File: src/rtl/secded_pkg.sv
`timescale 1ns/1ps
package secded_pkg;

  function automatic int unsigned blk_bits(input int unsigned p);
    return 32'd1 << p;
  endfunction

  function automatic int unsigned dat_bits(input int unsigned p);
    return (32'd1 << p) - p - 1;
  endfunction

  function automatic bit is_pow2(input int unsigned i);
    return (i != 0) && ((i & (i - 1)) == 0);
  endfunction

  // For a block index that is neither zero nor a power of two, the data bit
  // stored there: the index minus the number of check slots at or below it.
  function automatic int unsigned slot_to_dat(input int unsigned i);
    return i - $clog2(i + 1) - 1;
  endfunction

endpackage

File: src/rtl/secded_scatter.sv
`timescale 1ns/1ps
module secded_scatter
  import secded_pkg::*;
#(
  parameter int unsigned P = 8,
  localparam int unsigned N = blk_bits(P),
  localparam int unsigned D = dat_bits(P)
) (
  input  logic [D-1:0] data_i,
  output logic [N-1:0] raw_o
);

  for (genvar i = 0; i < N; i++) begin : g_slot
    if (i == 0 || is_pow2(i)) begin : g_chk
      assign raw_o[i] = 1'b0;
    end else begin : g_dat
      assign raw_o[i] = data_i[slot_to_dat(i)];
    end
  end

endmodule

File: src/rtl/secded_hamming.sv
`timescale 1ns/1ps
module secded_hamming
  import secded_pkg::*;
#(
  parameter int unsigned P = 8,
  localparam int unsigned N = blk_bits(P)
) (
  input  logic [N-1:0] raw_i,
  output logic [P-1:0] par_o
);

  function automatic logic [N-1:0] cover_mask(input int unsigned k);
    logic [N-1:0] m;
    m = '0;
    for (int unsigned i = 0; i < N; i++) begin
      if (((i >> k) & 1) != 0 && i != (32'd1 << k)) m[i] = 1'b1;
    end
    return m;
  endfunction

  for (genvar k = 0; k < P; k++) begin : g_chk
    localparam logic [N-1:0] MASK = cover_mask(k);
    assign par_o[k] = ^(raw_i & MASK);
  end

endmodule

File: src/rtl/secded_overall.sv
`timescale 1ns/1ps
module secded_overall #(
  parameter int unsigned N = 256
) (
  input  logic [N-1:1] body_i,
  output logic         par_o
);

  assign par_o = ^body_i;

endmodule

File: src/rtl/secded_enc.sv
`timescale 1ns/1ps
module secded_enc
  import secded_pkg::*;
#(
  parameter int unsigned P = 8,
  localparam int unsigned N = blk_bits(P),
  localparam int unsigned D = dat_bits(P)
) (
  input  logic [D-1:0] data_i,
  output logic [N-1:0] blk_o
);

  logic [N-1:0] raw;
  logic [P-1:0] chk;
  logic [N-1:0] body;
  logic         ovr;

  secded_scatter #(.P(P)) u_scatter (
    .data_i (data_i),
    .raw_o  (raw)
  );

  secded_hamming #(.P(P)) u_hamming (
    .raw_i (raw),
    .par_o (chk)
  );

  always_comb begin
    body = raw;
    for (int unsigned k = 0; k < P; k++) body[32'd1 << k] = chk[k];
  end

  secded_overall #(.N(N)) u_overall (
    .body_i (body[N-1:1]),
    .par_o  (ovr)
  );

  assign blk_o = {body[N-1:1], ovr};


  always_comb begin
    int unsigned j;
    j = 0;
    for (int unsigned i = 3; i < N; i++) begin
      if (!is_pow2(i)) begin
        data_place_chk: assert (blk_o[i] == data_i[j]);
        j++;
      end
    end
  end


  always_comb begin
    logic [P-1:0] syn;
    syn = '0;
    for (int unsigned i = 0; i < N; i++) begin
      if (blk_o[i]) syn = syn ^ P'(i);
    end
    syndrome_zero_chk: assert (syn == '0);
  end


  always_comb begin
    even_block_chk: assert (^blk_o == 1'b0);
  end


  always_comb begin
    if (data_i == '0) begin
      zero_map_chk: assert (blk_o == '0);
    end
  end

endmodule

File: config.mk
export PLATFORM = sky130hd
export DESIGN_NAME = secded_enc
export DESIGN_NICKNAME = d
export VERILOG_FILES = /design/src/rtl/secded_pkg.sv /design/src/rtl/secded_scatter.sv /design/src/rtl/secded_hamming.sv /design/src/rtl/secded_overall.sv /design/src/rtl/secded_enc.sv
export SDC_FILE = /design/constraint.sdc
export NUM_CORES = 1
export LEC_CHECK = 0
export BUFFER_PORTS_ARGS = -buffer_cell sky130_fd_sc_hd__buf_4
export CAP_MARGIN = 15
export CORE_AREA = 5 5 191 193
export DETAILED_ROUTE_END_ITERATION = 16
export DIE_AREA = 0 0 196 198
export GPL_ROUTABILITY_DRIVEN = 0
export RECOVER_POWER = 25
export SYNTH_ARGS = -nofsm -noshare
export SYNTH_HDL_FRONTEND = slang
export SYNTH_SLANG_ARGS = --single-unit
File: constraint.sdc
create_clock -name vclk -period 4.3
set_input_delay 0.43 -clock vclk [all_inputs]
set_output_delay 0.43 -clock vclk [all_outputs]
set_load 0.005 [all_outputs]
==> flow_summary_export.csv, run 1 <==
group,metric,value,unit
place,place_hpwl,28100,µm
detailed_routing,vias_per_cell,3.60,
cts,ctsHoldBuffers,0,
floorplanning,die_area,38800,µm²
grt,grt_overflow_total,0,
min_path,min-delay-start,"data_i[112]",
sta,tightest_slew,0.634,ns
critical_path,cp_num_buf_inv,2,
floorplanning,num_io_pins,503,
place,numPortBuffers,503,
synth,synth_cells,755,
pwr,peakVddDrop,0.00112,V
run,max-cap-violations,0,
grt,grt_usage,14.0,%
floorplanning,start_util,20.5,%
critical_path,start_kind,"primary input",
detailed_routing,ant_nets,0,
min_path,hold_path.class,"primary input to output port",
sta,drv_slew,0,
synth,yosysMostFrequentCell,"xnor2_1",
synth,syn_nets,1002,
synth,synth_largest_area_cell,"xnor2_1",
min_path,hold_end,"blk_o[120]",
synth,post_synth_num_cell_types,11,
pwr,p_leak,4.32,nW
detailed_routing,wl_per_cell,20.2,µm
floorplanning,rows,68,
critical_path,critPathKind,"primary input to output port",
critical_path,crit_arrival,3.57,ns
synth,synth.area.top_cells,"xnor2_1 48%, buf_4 26%, xnor3_1 11%",
sta,final_hold_viol_count,0,
critical_path,path_cells,"buf_4 > xnor2_1 > xnor2_1 > xnor3_1 > xnor3_1 > xnor3_1 > xor3_1 > xnor3_2 > xnor3_1 > buf_4",
detailed_routing,drc,0,
grt,grt_pass1_vias,5949,
critical_path,crit_fanout,3,
layout,areaGrowthSynthToFinish,35.6,%
floorplanning,fp.dieW,196,µm
critical_path,cp_common_cell,"xnor3_1",
floorplanning,core_area,34400,µm²
layout,nNetsFinal,1265,
critical_path,crit_required,3.87,ns
critical_path,cpMaxStageDelayCell,"xnor3_1",
layout,clkbuf_count,0,
sta,max_slew_margin,57.4,%
grt,grt_antenna_before_repair,1,
synth,yosysTopAreaCellShare,47.8,%
detailed_routing,first_pass_iters,4,
min_path,holdPathStages,2,
sta,fin_crit_sh,92.9,%
critical_path,cp-end-kind,"output port",
sta,whs,1.06,ns
grt,grt_pass1_wl,40000,µm
pwr,power.density,741,nW/µm²
outcome,outcome,"finished clean",
detailed_routing,totalWireLength,29800,µm
floorplanning,die_h,198,µm
cts,ctsResizeCount,0,
layout,layout-drive-gt1-share,50.8,%
synth,synth_commonest_cells,"385 x xnor2_1, 248 x buf_4, 64 x xor2_1",
synth,ys_seq_area_share,0,%
layout,design.seq.count,0,
detailed_routing,drt_iter0_markers,99,
sta,rsz0062_at_grt,"no",
grt,grt_max_degree,5,
synth,ys_warn_count,0,
sta,setup-violations-final,0,
sta,finalSetupTns,0,ns
detailed_routing,vias,5305,
layout,ff_latch_area,0,µm²
synth,syn_area,7060,µm²
sta,post-route-min-period,4.00,ns
critical_path,critPathLaunch,"data_i[206]",
sta,fmax,250,MHz
critical_path,cp.depth,10,
synth,syn_avg_cell_area,9.35,µm²
cts,cts_setup_buffers,0,
critical_path,critPathMaxStageDelay,0.48,ns
critical_path,critPathTopFamily,"XOR/XNOR gates",
[final cells by class]
class / count / area, µm²
well taps: 455 / 569
inverters: 1 / 3.75
fillers: 3691 / 24800
multi-input cells: 506 / 5190
repair buffers: 509 / 3810
diodes: 1 / 2.50
[cells by family after synthesis]
logic type / count (synthesis) / share of synthesized area [%]
buf+inv: 249 / 26.4
xor+xnor: 506 / 73.6
[placed cells by master (no fill, tap or decap), drive strengths merged]
cell      n
xor3     11
clkbuf   64
xnor2   391
xor2     65
diode     1
inv       1
buf     445
xnor3    39
[worst max path at each step]
stage	slack (ns)	endpoint
2_1_floorplan	0.76	blk_o[0]
3_3_place_gp	0.20	blk_o[0]
3_5_place_dp	0.14	blk_o[0]
4_1_cts	0.13	blk_o[0]
5_1_grt	0.09	blk_o[0]
6_report	0.30	blk_o[0]
[report_power, final]
group	leakage, nW	switching (mW)	internal, mW
Combinational	4.32	2.94	4.15
Sequential	0	0	0
Clock	0.00000634	0	0.0000000311
[routing by layer]
layer | share of wire [%] | track usage [%]
met5 | 0 | 0
met4 | 1.4 | 1.71
met3 | 6.5 | 1.82
met2 | 53 | 27.1
met1 | 39 | 16.9
[stage by stage]
step	setup slack [ns]	cell area (µm²)	util, %	total power, mW	std cells
2_1_floorplan	0.761	7060	-	5.56	755
3_3_place_gp	0.196	9590	27.9	7.22	1471
3_5_place_dp	0.136	9590	27.9	7.22	1471
4_1_cts	0.132	9590	27.9	7.24	1471
5_1_grt	0.0865	9580	27.9	7.52	1472
6_report	0.304	9580	27.9	7.09	1472
Note: power is estimated with default switching activity, not from simulation.
==> run 2: changes to the inputs <==
--- a/config.mk
+++ b/config.mk
@@ -11,7 +11,9 @@
 export DETAILED_ROUTE_END_ITERATION = 16
 export DIE_AREA = 0 0 196 198
 export GPL_ROUTABILITY_DRIVEN = 0
+export GPL_TIMING_DRIVEN = 0
 export RECOVER_POWER = 25
+export REMOVE_ABC_BUFFERS = 1
 export SYNTH_ARGS = -nofsm -noshare
 export SYNTH_HDL_FRONTEND = slang
 export SYNTH_SLANG_ARGS = --single-unit
==> flow_summary_export.csv, run 2 (synthesis results as in run 1) <==
group,metric,value,unit
outcome,outcome,"finished clean",
layout,ff_latch_area,0,µm²
critical_path,start_kind,"primary input",
layout,final_cell_mix,"440 x buf_4, 385 x xnor2_1, 64 x xor2_1, 56 x clkbuf_4, 36 x xnor3_1",
detailed_routing,vias,5304,
sta,fmax,250,MHz
grt,grt_overflow_total,0,
critical_path,crit_required,3.87,ns
detailed_routing,drt_iter0_markers,102,
cts,ctsHoldBuffers,0,
layout,final_common_cell,"buf_4",
critical_path,cpMaxStageDelayCell,"xnor3_1",
critical_path,cp-end-kind,"output port",
layout,areaGrowthSynthToFinish,34.8,%
grt,grt_pass1_wl,40600,µm
detailed_routing,totalWireLength,30000,µm
layout,layout-drive-gt1-share,50.2,%
critical_path,crit_fanout,3,
layout,antenna_cells,0,
cts,cts_setup_buffers,0,
layout,nNetsFinal,1259,
sta,max_slew_margin,48.2,%
floorplanning,fp.dieW,196,µm
detailed_routing,wl_per_cell,20.5,µm
floorplanning,start_util,20.5,%
sta,final_hold_viol_count,0,
sta,drv_slew,0,
floorplanning,core_area,34400,µm²
place,place_hpwl,28400,µm
min_path,min-delay-start,"data_i[22]",
cts,ctsResizeCount,0,
place,numPortBuffers,503,
sta,fin_crit_sh,93.1,%
critical_path,path_cells,"buf_4 > xnor3_2 > xnor3_1 > xnor3_1 > xor2_1 > xnor3_1 > xnor2_1 > xnor3_2 > xnor3_1 > buf_4",
floorplanning,die_area,38800,µm²
min_path,hold_path.class,"primary input to output port",
critical_path,cp_common_cell,"xnor3_1",
detailed_routing,drc,0,
grt,grt_max_degree,5,
detailed_routing,ant_nets,0,
layout,design.seq.count,0,
critical_path,crit_arrival,3.57,ns
layout,clkbuf_count,0,
sta,setup-violations-final,0,
sta,finalSetupTns,0,ns
grt,grt_usage,14.1,%
detailed_routing,vias_per_cell,3.62,
pwr,power.density,855,nW/µm²
critical_path,critPathKind,"primary input to output port",
min_path,holdPathStages,2,
run,max-cap-violations,0,
sta,tightest_slew,0.772,ns
grt,grt_antenna_before_repair,0,
floorplanning,num_io_pins,503,
critical_path,critPathMaxStageDelay,0.48,ns
floorplanning,rows,68,
pwr,p_leak,4.28,nW
sta,post-route-min-period,4.00,ns
pwr,peakVddDrop,0.00158,V
floorplanning,die_h,198,µm
min_path,hold_end,"blk_o[28]",
sta,rsz0062_at_grt,"no",
grt,grt_pass1_vias,5973,
pwr,p_total,8.14,mW
detailed_routing,first_pass_iters,4,
## run 2: changes by cell type in the layout (fill, tap and decap cells not counted)
cell / change
diode_2: -1
clkbuf_1: +2
clkbuf_4: -4
buf_1: +1
buf_4: -5
## run 2: cell type report
cell class | count | area, µm²
fill | 3678 | 24900
multi-input combinational | 506 | 5190
timing repair buffer | 503 | 3750
tap | 455 | 569
inverter | 1 | 3.75
## run 2: worst max-delay path by stage
stage                startpoint  endpoint  slack (ns)  depth (start not counted)
CTS                 data_i[182]  blk_o[0]        0.09                         10
global placement    data_i[182]  blk_o[0]        0.14                         10
finish              data_i[103]  blk_o[0]        0.30                         10
floorplan           data_i[103]  blk_o[0]        0.88                          8
global route        data_i[182]  blk_o[0]       0.003                         10
detailed placement  data_i[182]  blk_o[0]        0.12                         10
## run 2: report_power, final
part	switching, mW	leakage [nW]	internal, mW
Clock	0	0	0
Sequential	0	0	0
Combinational	3.43	4.28	4.71
Total	3.43	4.28	4.71
## run 2: routing by layer
layer  wire length [µm]  up-vias  global-route usage [%]
met5                  0        -                       0
met4                138        0                   0.569
met3               1780        4                    1.46
met2              16100      284                    27.8
met1              12000     2427                    17.4
li1                   -     2589                       -
## run 2: metrics by stage
step | hold slack (ns) | setup slack (ns) | area, µm² | util (%) | instances
after detailed placement | 1.04 | 0.117 | 9540 | 27.8 | 1465
after CTS | 1.04 | 0.0863 | 9540 | 27.8 | 1465
after global routing | 1.07 | 0.00322 | 9520 | 27.7 | 1465
after floorplan | 0.860 | 0.876 | 5200 | - | 507
after global placement | 1.04 | 0.137 | 9540 | 27.8 | 1465
final | 1.06 | 0.297 | 9520 | 27.7 | 1465
## run 2: critical path: cells and delay by family
kind / cells / cell delay, ns
buffers and inverters: 2 / 0.27
xor gates and xnor gates: 8 / 2.87
